<file path="config.mk">
export PLATFORM = sky130hd
export DESIGN_NAME = fault_guard
export DESIGN_NICKNAME = d
export VERILOG_FILES = /design/src/rtl/fg_pkg.sv /design/src/rtl/fg_cbc.sv /design/src/rtl/fg_sec_debounce.sv /design/src/rtl/fg_ext_filter.sv /design/src/rtl/fg_latch.sv /design/src/rtl/fault_guard.sv
export SDC_FILE = /design/constraint.sdc
export NUM_CORES = 1
export LEC_CHECK = 0
export ABC_AREA = 0
export CAP_MARGIN = 15
export CORE_MARGIN = 4
export CORE_UTILIZATION = 36
export CTS_CLUSTER_DIAMETER = 60
export DETAILED_ROUTE_END_ITERATION = 8
export DONT_BUFFER_PORTS = 1
export SLEW_MARGIN = 0
export SYNTH_ARGS = -nofsm -noshare
export SYNTH_HDL_FRONTEND = slang
export SYNTH_HIERARCHICAL = 1
export SYNTH_SLANG_ARGS = --single-unit
</file>
<file path="constraint.sdc">
create_clock -name clk -period 4.8 [get_ports clk]
set_input_delay 0.96 -clock clk [delete_from_list [all_inputs] [get_ports clk]]
set_output_delay 0.96 -clock clk [all_outputs]
set_load 0.005 [all_outputs]
</file>
<file path="src/rtl/fg_pkg.sv">
// Shared types of the fault protection unit.
// Assumes: first-fault codes are consumed as a plain 2-bit number.
package fg_pkg;
    typedef enum logic [1:0] {
        FF_NONE = 2'd0,
        FF_SEC  = 2'd1,
        FF_EXT  = 2'd2
    } ff_id_e;
endpackage

</file>
<file path="src/rtl/fg_cbc.sv">
// Cycle-by-cycle limit stage: retimes the fast comparator bit into a
// cycle-terminate request, one clock later, without any memory of past trips.
// Assumes: the comparator bit is already timed to clk by the analog front end.
module fg_cbc (
    input  logic clk,
    input  logic rst_n,
    input  logic cmp_i,
    output logic end_o
);
    logic end_q;

    // Purpose: register the comparator bit; no latching.
    always_ff @(posedge clk) begin
        if (!rst_n) begin
            end_q <= 1'b0;
        end else begin
            end_q <= cmp_i;
        end
    end

    assign end_o = end_q;
endmodule

</file>
<file path="src/rtl/fg_sec_debounce.sv">
// Secondary over-current qualifier: compares strobed samples against a limit
// (equal counts as over) and raises a trip once the over condition has lasted
// len clocks since the first over sample of the run.
// Assumes: len changes only between runs; the counter saturates.
module fg_sec_debounce #(
    parameter int ADC_W = 12,
    parameter int CNT_W = 16
) (
    input  logic             clk,
    input  logic             rst_n,
    input  logic [ADC_W-1:0] smp_i,
    input  logic             smp_vld_i,
    input  logic [ADC_W-1:0] limit_i,
    input  logic [CNT_W-1:0] len_i,
    output logic             trip_o
);
    localparam logic [CNT_W-1:0] CNT_ONE = CNT_W'(1);
    localparam logic [CNT_W-1:0] CNT_MAX = {CNT_W{1'b1}};

    logic             run_q;
    logic [CNT_W-1:0] cnt_q;
    logic             at_or_above;

    assign at_or_above = (smp_i >= limit_i);

    // Purpose: track the current over-limit run and its age in clocks.
    always_ff @(posedge clk) begin
        if (!rst_n) begin
            run_q <= 1'b0;
            cnt_q <= '0;
        end else if (smp_vld_i && !at_or_above) begin
            run_q <= 1'b0;
            cnt_q <= '0;
        end else if (smp_vld_i && !run_q) begin
            run_q <= 1'b1;
            cnt_q <= '0;
        end else if (run_q && (cnt_q != CNT_MAX)) begin
            cnt_q <= cnt_q + CNT_ONE;
        end
    end

    assign trip_o = run_q && (cnt_q >= len_i);
endmodule

</file>
<file path="src/rtl/fg_ext_filter.sv">
// External fault qualifier: synchronizes the asynchronous pin through SYNC_N
// flops, then demands two consecutive high synchronized values.
// Assumes: SYNC_N >= 1; the pin is active high.
module fg_ext_filter #(
    parameter int SYNC_N = 2
) (
    input  logic clk,
    input  logic rst_n,
    input  logic pin_i,
    output logic trip_o
);
    localparam int SH_W = SYNC_N + 1;

    logic [SH_W-1:0] sh_q;

    // Purpose: synchronizer chain plus one extra stage for the two-clock check.
    always_ff @(posedge clk) begin
        if (!rst_n) begin
            sh_q <= '0;
        end else begin
            sh_q <= {sh_q[SH_W-2:0], pin_i};
        end
    end

    assign trip_o = sh_q[SH_W-1] && sh_q[SH_W-2];
endmodule

</file>
<file path="src/rtl/fg_latch.sv">
// Shutdown latch and first-fault register. The first trip sets shutdown and
// stores its source; the external pin wins a tie. Clear has priority.
// Assumes: trips are already qualified and synchronous to clk.
module fg_latch
    import fg_pkg::*;
(
    input  logic       clk,
    input  logic       rst_n,
    input  logic       sec_trip_i,
    input  logic       ext_trip_i,
    input  logic       clr_i,
    output logic       shut_o,
    output logic [1:0] id_o
);
    logic   shut_q;
    ff_id_e id_q;

    // Purpose: latch the first fault and hold it until cleared.
    always_ff @(posedge clk) begin
        if (!rst_n) begin
            shut_q <= 1'b0;
            id_q   <= FF_NONE;
        end else if (clr_i) begin
            shut_q <= 1'b0;
            id_q   <= FF_NONE;
        end else if (!shut_q && (sec_trip_i || ext_trip_i)) begin
            shut_q <= 1'b1;
            id_q   <= ext_trip_i ? FF_EXT : FF_SEC;
        end
    end

    assign shut_o = shut_q;
    assign id_o   = id_q;
endmodule

</file>
<file path="src/rtl/fault_guard.sv">
// Multi-source fault protection unit: cycle-by-cycle limit from the fast
// comparator, debounced secondary over-current, qualified external pin,
// latched shutdown and first-fault code.
// Assumes: one clock domain; only ext_fault_i is asynchronous.
module fault_guard #(
    parameter int ADC_W  = 12,
    parameter int DBNC_W = 16,
    parameter int SYNC_N = 2
) (
    input  logic              clk,
    input  logic              rst_n,
    input  logic              pri_trip_i,
    input  logic [ADC_W-1:0]  adc_data_i,
    input  logic              adc_valid_i,
    input  logic [ADC_W-1:0]  oc_limit_i,
    input  logic [DBNC_W-1:0] dbnc_len_i,
    input  logic              ext_fault_i,
    input  logic              clear_i,
    output logic              cyc_end_o,
    output logic              shutdown_o,
    output logic [1:0]        first_id_o
);
    logic sec_trip;
    logic ext_trip;

    fg_cbc u_cbc (
        .clk   (clk),
        .rst_n (rst_n),
        .cmp_i (pri_trip_i),
        .end_o (cyc_end_o)
    );

    fg_sec_debounce #(
        .ADC_W (ADC_W),
        .CNT_W (DBNC_W)
    ) u_sec (
        .clk       (clk),
        .rst_n     (rst_n),
        .smp_i     (adc_data_i),
        .smp_vld_i (adc_valid_i),
        .limit_i   (oc_limit_i),
        .len_i     (dbnc_len_i),
        .trip_o    (sec_trip)
    );

    fg_ext_filter #(
        .SYNC_N (SYNC_N)
    ) u_ext (
        .clk    (clk),
        .rst_n  (rst_n),
        .pin_i  (ext_fault_i),
        .trip_o (ext_trip)
    );

    fg_latch u_lat (
        .clk        (clk),
        .rst_n      (rst_n),
        .sec_trip_i (sec_trip),
        .ext_trip_i (ext_trip),
        .clr_i      (clear_i),
        .shut_o     (shutdown_o),
        .id_o       (first_id_o)
    );
endmodule

</file>
==> impl_metrics.yaml, run 1 <==
outcome:
  status: "finished clean"
timing:
  relSlewSlack_pct: 45.1
  worst_pin_slew_ns: 0.823
  setup_viol: 0
  timing.fmax_mhz: 390
  rsz0062_at_grt: "false"
  worst_clock_skew_ns: 0.0143
  hold_viol: 0
  fin_tns_setup_ns: 0
  slew_viol_final: 0
  min_period_ns: 2.57
  final.period_utilization_pct: 53.5
finish:
  drive_above_1_share_pct: 6.98
  diodes: 0
  syn_to_final_growth_pct: 7.48
  num-nets-final: 291
  postLayoutCoreUtil_pct: 40.1
floorplanning:
  start_util_pct: 37.3
  fp.dieArea_sq_mm: 0.00612
  die_h_um: 78.2
  die_w_um: 78.2
  pin_count: 50
  rows: 25
  floorplan.core_area_sq_mm: 0.00475
logic_synthesis:
  synth.avg_cell_area_sq_um: 8.33
  synth_ff_type: "dfxtp_1"
  synth_enable_flop_cells: 0
  syn_area_sq_mm: 0.00177
  synth.yosys.seq_area_share_pct: 27.1
  synth_area_leader_cell: "dfxtp_1"
  async_flop_share_pct: 0
  synth_area_leaders: "dfxtp_1 27%, ha_1 20%, inv_1 6.6%"
  ys_warn_count: 6
  synth.distinct_cells: 36
  syn_nets: 288
  synth_top_area_share_pct: 27.1
  synth_seq_cells: 24
  netlist_instances: 213
cts:
  cts_hold_buffers: 0
  cts_sinks: 24
  postCtsSetupBuffers: 0
  cts_buffer_depth: 2
  cts_root_buffer: "clkbuf_8"
  cts_buffers: 3
  post_cts_resized: 0
  cts_max_level: 1
  clkSlewWorstSetupHoldPaths_ns: 0.10
  clock_latency_ns: 0.27
  cts_tree: "done"
worst_setup_path:
  crit_chain: "inv_1 > ha_1 > a21oi_1 > nand2_1 > a2111oi_4 > a2bb2oi_2 > nor3_1"
  crit_family: "compound AO/OA/AOI/OAI gates"
  worst-path-max-fanout: 16
  cp.required_ns: 4.93
  cp-end-kind: "register"
  path_buf_inv: 1
  worst_setup_path_start_kind: "input port"
  cp_slowest_stage_delay_ns: 0.66
  critPathKind: "in2reg"
  cp.arrival_ns: 2.70
  cp_slowest_cell: "a2bb2oi_2"
job:
  maxCapViolCount: 0
drt:
  via_count: 1402
  wirelength_um: 3300
  drt_first_pass_iters: 4
  drt_iter0_markers: 64
  ant_nets: 0
  wl_per_cell_um: 11.7
  drc: 0
  avgViaCountPerCell: 4.97
global_routing:
  grt_max_degree: 17
  grt_pass1_vias: 1382
  overflow: 0
  grt_pass1_wl_um: 5740
  antenna_found_initial: 0
  global_route.usage.total_pct: 11.3
power:
  power.density_mw_per_mm2: 224
  p_leak_nw: 0.882
  ir_drop_uv: 288
worst_hold_path:
  hold_path.class: "reg2reg"
placement:
  post-dp-hpwl_um: 2680
  place.gp.congestion: 0.726
  port_buffers: 0
-- cells in the mapped netlist (all sizes together), types with 3 or more instances --
cell type,number
nand2,11
dfxtp,24
a31oi,3
o21ai,7
nand2b,4
nand3,10
and2,5
nor3,4
xor2,4
xnor2,5
a21o,4
a211oi,3
nand4,9
ha,29
inv,31
a21oi,11
and3,4
nor2,26
-- cell type report --
cell class                      instances  area, sq um
Fill cell                             522         2850
Multi-Input combinational cell        156         1150
Sequential cell                        24          480
Inverter                               31          116
Tap cell                               67         83.8
Clock buffer                            3         41.3
Clock inverter                          1         30.0
-- through the flow --
stage / setup slack, ns / total power, mW / hold slack (ns) / area (sq um) / cells
2_1_floorplan: 2.28 / 0.249 / 0.406 / 1770 / 213
3_3_place_gp: 1.94 / 0.255 / 0.409 / 1840 / 278
3_5_place_dp: 1.90 / 0.256 / 0.414 / 1840 / 278
4_1_cts: 2.21 / 0.436 / 0.435 / 1910 / 282
5_1_grt: 2.06 / 0.452 / 0.462 / 1910 / 282
6_report: 2.23 / 0.428 / 0.431 / 1910 / 282
-- sequential cells by signal (all words and copies together) (netlist names) --
signal	flops
u_ext/sh_q	3
u_cbc/end_o	1
u_lat/id_o	2
u_sec/run_q	1
u_sec/cnt_q	16
u_lat/shut_o	1
-- layout by cell type, fill, tap and decap left out, drive strengths merged --
| cell type | instances |
|---|---|
| o21ai | 7 |
| nor4 | 2 |
| a21oi | 11 |
| nand4 | 9 |
| nand3 | 10 |
| o311a | 1 |
| a31oi | 3 |
| and2 | 5 |
| a21o | 4 |
| xnor2 | 5 |
| o2111ai | 2 |
| or3 | 1 |
| and4 | 2 |
| ha | 29 |
| nand2b | 4 |
| o211ai | 1 |
| bufinv | 1 |
| a2111oi | 2 |
| a211oi | 3 |
| o21a | 2 |
| and3 | 4 |
| inv | 31 |
| clkbuf | 3 |
| mux2i | 2 |
| a2bb2oi | 1 |
| dfxtp | 24 |
| nor2 | 26 |
| nor2b | 1 |
| nor3 | 4 |
| nand2 | 11 |
| xor2 | 4 |
-- metal layers --
layer	vias to the layer above	track usage [%]	share of wire, %
li1	745	-	-
met1	614	14.4	50
met2	41	19.0	44
met3	2	3.10	5.2
met4	0	2.10	0.82
met5	-	0	0
-- power by group --
group	leakage, nW	internal [mW]	switching, mW
clock	0.0357	0.111	0.0662
sequential	0.194	0.202	0.00257
combinational	0.652	0.0209	0.0251
-- final timing paths --
check | startpoint | to | slack (ns) | cells after the start
max | oc_limit_i[10] | u_sec/cnt_q[2]$_SDFFE_PP0P_ | 2.23 | 7
max reg2reg | u_sec/cnt_q[0]$_SDFFE_PP0P_ | u_lat/id_o[1]$_SDFFE_PP0P_ | 2.61 | 9
min | u_ext/sh_q[0]$_SDFF_PN0_ | u_ext/sh_q[1]$_SDFF_PN0_ | 0.43 | 1
min reg2reg | u_ext/sh_q[0]$_SDFF_PN0_ | u_ext/sh_q[1]$_SDFF_PN0_ | 0.43 | 1
-- kinds of logic (layout without fill, tap and decap cells) --
group	after synthesis	count (layout)	synth area share [%]
simple gates	79	79	22.8
fa+ha+maj	29	29	20.5
xor+xnor	9	9	4.44
compound gates	37	37	16.3
flops	24	24	27.1
mux	2	2	1.13
buf+inv	33	35	7.83
Note: power is estimated with default switching activity, not from simulation.
==> inputs of run 2 (changes only) <==
clock period = 2.5 ns   (was 4.8 ns; I/O delays follow)
==> run 2 against run 1 <==
Compared with the run above:
- clock skew is essentially flat
- worst setup slack lost 1.9 ns
- register-to-register slack lost 2.2 ns
- wire length is 1.7% lower
- hold slack worse by 0.071 ns
- global-route usage down 0.059 points
- combinational power is 95% higher
- largest power group unchanged
- sequential power up 92%
==> impl_metrics.yaml, run 2 (synthesis results as in run 1) <==
timing:
  min_period_ns: 2.12
  slew_viol_final: 0
  finalWorstSetupSlack_ns: 0.375
  hold_viol: 0
  rsz0062_at_grt: "false"
  fin_tns_setup_ns: 0
  worst_pin_slew_ns: 0.647
  worst_clock_skew_ns: 0.0144
  setup_viol: 0
  final.period_utilization_pct: 85.0
  whs_ns: 0.361
  relSlewSlack_pct: 56.4
  timing.fmax_mhz: 471
power:
  sequentialPowerShare_pct: 47.8
  p_sw_mw: 0.177
  p_leak_nw: 0.886
  pwr-share-clk_pct: 41.3
  switching_share_pct: 21.6
  comb_power_share_pct: 10.9
  p_int_mw: 0.643
  ir_drop_uv: 297
  power.density_mw_per_mm2: 428
  p_total_mw: 0.820
worst_setup_path:
  crit_chain: "inv_1 > ha_1 > nand2b_1 > a2111oi_0 > nor4_1 > o311a_1 > nand2b_1 > a21oi_1 > nor2_1"
  crit_family: "compound AO/OA/AOI/OAI gates"
  cp.required_ns: 2.70
  r2r-start: "u_sec/cnt_q[0]$_SDFFE_PP0P_"
  crit_start: "u_sec/cnt_q[0]$_SDFFE_PP0P_"
  cp.arrival_ns: 2.33
  cp_slowest_stage_delay_ns: 0.46
  worst_setup_path_start_kind: "register"
  crit_top_cell: "nand2b_1"
  critPathKind: "reg2reg"
  cp_slowest_cell: "a2111oi_0"
  worst-path-max-fanout: 3
  path_buf_inv: 1
  cp-end-kind: "register"
drt:
  drt_first_pass_iters: 4
  wirelength_um: 3240
  drc: 0
  via_count: 1403
  drt_iter0_markers: 48
  avgViaCountPerCell: 4.96
  ant_nets: 0
  wl_per_cell_um: 11.5
cts:
  clkSlewWorstSetupHoldPaths_ns: 0.09
  cts_root_buffer: "clkbuf_8"
  post_cts_resized: 0
  cts_hold_buffers: 0
  cts_buffers: 3
  cts_sinks: 24
  cts_max_level: 1
  clock_latency_ns: 0.27
  postCtsSetupBuffers: 0
  cts_buffer_depth: 2
  cts_tree: "done"
floorplanning:
  fp.dieArea_sq_mm: 0.00612
  rows: 25
  floorplan.core_area_sq_mm: 0.00475
  die_h_um: 78.2
  die_w_um: 78.2
  start_util_pct: 37.3
  pin_count: 50
global_routing:
  antenna_found_initial: 0
  grt_pass1_wl_um: 5770
  global_route.usage.total_pct: 11.2
  overflow: 0
  grt_pass1_vias: 1401
  grt_max_degree: 17
finish:
  nFillCells: 527
  largest_register_ffs: 16
  regMostFlops: "u_sec/cnt_q"
  layout_commonest_cell: "inv_1"
  regArea_sq_um: 480
  syn_to_final_growth_pct: 7.90
  multi_input_area_sq_mm: 0.00115
  num-nets-final: 292
  diodes: 0
  stdcell_count: 283
  final_cell_mix: "31 x inv_1, 29 x ha_1, 24 x dfxtp_1, 24 x nor2_1"
  drive_above_1_share_pct: 7.41
worst_hold_path:
  hold_path_startpoint: "rst_n"
  hold_path.class: "in2reg"
placement:
  port_buffers: 0
  place.gp.congestion: 0.740
  post-dp-hpwl_um: 2700
  pre_cts_ws_ns: 0.323
  place_inst: 279
job:
  maxCapViolCount: 0
outcome:
  status: "finished clean"
[run 2: cell count changes in the layout (fill, tap and decap cells not counted), sizes merged]
cell,previous run,this run
buf,0,1
[run 2: final timing paths]
kind	endpoint	slack (ns)	cells past startpoint
max	u_lat/id_o[1]$_SDFFE_PP0P_	0.38	9
min	u_ext/sh_q[0]$_SDFF_PN0_	0.36	1
max reg2reg	u_lat/id_o[1]$_SDFFE_PP0P_	0.38	9
min reg2reg	u_ext/sh_q[1]$_SDFF_PN0_	0.43	1
[run 2: area by class of cell]
cell class                      count  share of cell area (%)
Clock inverter                      1                    1.57
Sequential cell                    24                    25.1
Tap cell                           67                    4.38
Multi-Input combinational cell    156                    60.3
Timing Repair Buffer                1                   0.392
Clock buffer                        3                    2.16
Inverter                           31                    6.08
[run 2: layer usage]
| layer | GRT usage [%] | vias up | wire length, um |
|---|---|---|---|
| met3 | 4.13 | 2 | 225 |
| li1 | - | 747 | - |
| met5 | 0 | - | 0 |
| met2 | 19.1 | 38 | 1440 |
| met4 | 1.57 | 0 | 19 |
| met1 | 13.8 | 616 | 1560 |
[run 2: power groups by stage]
stage / registers (mW) / clock network [mW] / logic (mW)
2_1_floorplan: 0.399 / 0 / 0.0778
3_3_place_gp: 0.401 / 0 / 0.0898
3_5_place_dp: 0.401 / 0 / 0.0911
4_1_cts: 0.392 / 0.354 / 0.0918
5_1_grt: 0.393 / 0.370 / 0.107
6_report: 0.392 / 0.338 / 0.0896
[run 2: through the flow]
| stage | utilization, % | instance area, sq um |
|---|---|---|
| global route | 40.3 | 1910 |
| floorplan | - | 1770 |
| detailed placement | 38.8 | 1840 |
| CTS | 40.3 | 1910 |
| finish | 40.3 | 1910 |
| global placement | 38.8 | 1840 |
==> inputs of run 3 (changes only) <==
clock period = 2.1 ns   (was 2.5 ns; I/O delays follow)
==> run 3 against run 2 <==
Compared with the run above:
- via count down 0.43%
- hold slack worse by 0.089 ns
- die area unchanged
- critical endpoint unchanged
- fmax up 11%
- global-route usage up 0.39 points
- worst setup slack worse by 0.19 ns
==> impl_metrics.yaml, run 3 (synthesis results as in run 1) <==
global_routing:
  global_route.usage.total_pct: 11.6
  antenna_found_initial: 0
  grt_max_degree: 17
  overflow: 0
  grt_pass1_wl_um: 5820
  grt_pass1_vias: 1347
drt:
  avgViaCountPerCell: 4.90
  wl_per_cell_um: 11.7
  drt_iter0_markers: 77
  via_count: 1397
  ant_nets: 0
  drt_first_pass_iters: 4
  drc: 0
  wirelength_um: 3330
timing:
  relSlewSlack_pct: 59.7
  worst_clock_skew_ns: 0.00462
  final.period_utilization_pct: 90.9
  slew_viol_final: 0
  worst_pin_slew_ns: 0.598
  rsz0062_at_grt: "false"
  hold_viol: 0
  setup_viol: 0
  whs_ns: 0.271
  timing.fmax_mhz: 524
  min_period_ns: 1.91
finish:
  syn_to_final_growth_pct: 8.89
  largest_register_ffs: 16
  fin_area_sq_mm: 0.00193
  num-nets-final: 294
  regMostFlops: "u_sec/cnt_q"
  nFillCells: 501
  diodes: 0
  multi_input_area_sq_mm: 0.00116
  regArea_sq_um: 480
  drive_above_1_share_pct: 8.72
  postLayoutCoreUtil_pct: 40.6
  layout_commonest_cell: "inv_1"
  final_cell_mix: "31 x inv_1, 29 x ha_1, 24 x dfxtp_1, 24 x nor2_1"
placement:
  postPlaceCellArea_sq_mm: 0.00187
  port_buffers: 0
  place.gp.congestion: 0.737
  post-dp-hpwl_um: 2820
power:
  power.density_mw_per_mm2: 463
  p_leak_nw: 0.898
  switching_share_pct: 23.4
  pwr-share-clk_pct: 34.8
  p_sw_mw: 0.210
  p_int_mw: 0.685
  comb_power_share_pct: 13.2
  ir_drop_uv: 222
  sequentialPowerShare_pct: 52.0
cts:
  cts_root_buffer: "clkbuf_8"
  cts_hold_buffers: 0
  cts_buffers: 3
  clock_latency_ns: 0.26
  cts_max_level: 1
  postCtsSetupBuffers: 0
  cts_tree: "done"
  clkSlewWorstSetupHoldPaths_ns: 0.09
  cts_sinks: 24
  cts_buffer_depth: 2
worst_setup_path:
  critPathKind: "reg2reg"
  cp-end-kind: "register"
  cp.required_ns: 2.30
  worst_setup_path_start_kind: "register"
  worst-path-max-fanout: 2
  cp.arrival_ns: 2.11
floorplanning:
  pin_count: 50
  die_w_um: 78.2
  rows: 25
  fp.dieArea_sq_mm: 0.00612
  floorplan.core_area_sq_mm: 0.00475
  start_util_pct: 37.3
  die_h_um: 78.2
worst_hold_path:
  hold_path.class: "in2reg"
outcome:
  status: "finished clean"
job:
  maxCapViolCount: 0
run 3: cell count changes in the layout (fill, tap and decap cells not counted), sizes merged:
cell | previous run | this run
bufinv | 1 | 0
clkbuf | 3 | 4
buf | 1 | 3
run 3: power by group through the flow:
stage | Combinational [mW] | Sequential (mW) | Clock [mW]
2_1_floorplan | 0.0927 | 0.476 | 0
3_3_place_gp | 0.116 | 0.476 | 0
3_5_place_dp | 0.118 | 0.476 | 0
4_1_cts | 0.119 | 0.466 | 0.326
5_1_grt | 0.138 | 0.467 | 0.342
6_report | 0.118 | 0.466 | 0.311
run 3: layout make-up:
class | count | area share [%]
multi-input cells | 156 | 60.1
clock buffers | 4 | 2.85
inverters | 31 | 6.02
well taps | 67 | 4.34
flip-flops and latches | 24 | 24.9
repair buffers | 3 | 1.81
run 3: what timing repair did:
item	4_1_cts	5_1_grt
resized for setup	0	2
setup endpoints to repair	0	3
endpoints found under the hold margin	0	0
run 3: critical path, stage by stage (launching register included):
cell and delay, ns:
dfxtp_1 0.33, inv_1 0.06, ha_1 0.25, nand2b_1 0.15, a2111oi_2 0.31, nor4_1 0.08, o311a_1 0.39, nand2b_1 0.12
a21oi_1 0.08, nor2_1 0.08
run 3: layer usage:
layer / up-vias / wire length (um) / track usage (%)
met3: 2 / 182 / 3.10
li1: 750 / - / -
met2: 32 / 1430 / 18.9
met4: 0 / 29 / 3.67
met5: - / 0 / 0
met1: 613 / 1690 / 14.9
run 3: worst paths after layout:
kind | endpoint | depth (start not counted) | slack (ns) | startpoint
hold / removal | u_ext/sh_q[0]$_SDFF_PN0_ | 1 | 0.27 | rst_n
setup / recovery | u_lat/id_o[1]$_SDFFE_PP0P_ | 9 | 0.19 | u_sec/cnt_q[0]$_SDFFE_PP0P_
hold reg to reg | u_ext/sh_q[1]$_SDFF_PN0_ | 1 | 0.43 | u_ext/sh_q[0]$_SDFF_PN0_
setup reg to reg | u_lat/id_o[1]$_SDFFE_PP0P_ | 9 | 0.19 | u_sec/cnt_q[0]$_SDFFE_PP0P_
run 3: stage by stage:
| stage | setup WS, ns | total power, mW | TNS [ns] | cells |
|---|---|---|---|---|
| 3_3_place_gp | 0.0153 | 0.592 | 0 | 281 |
| 3_5_place_dp | -0.00506 | 0.595 | -0.00506 | 281 |
| 2_1_floorplan | 0.117 | 0.568 | 0 | 213 |
| 4_1_cts | 0.0287 | 0.911 | 0 | 285 |
| 5_1_grt | 0.0218 | 0.947 | 0 | 285 |
| 6_report | 0.190 | 0.895 | 0 | 285 |
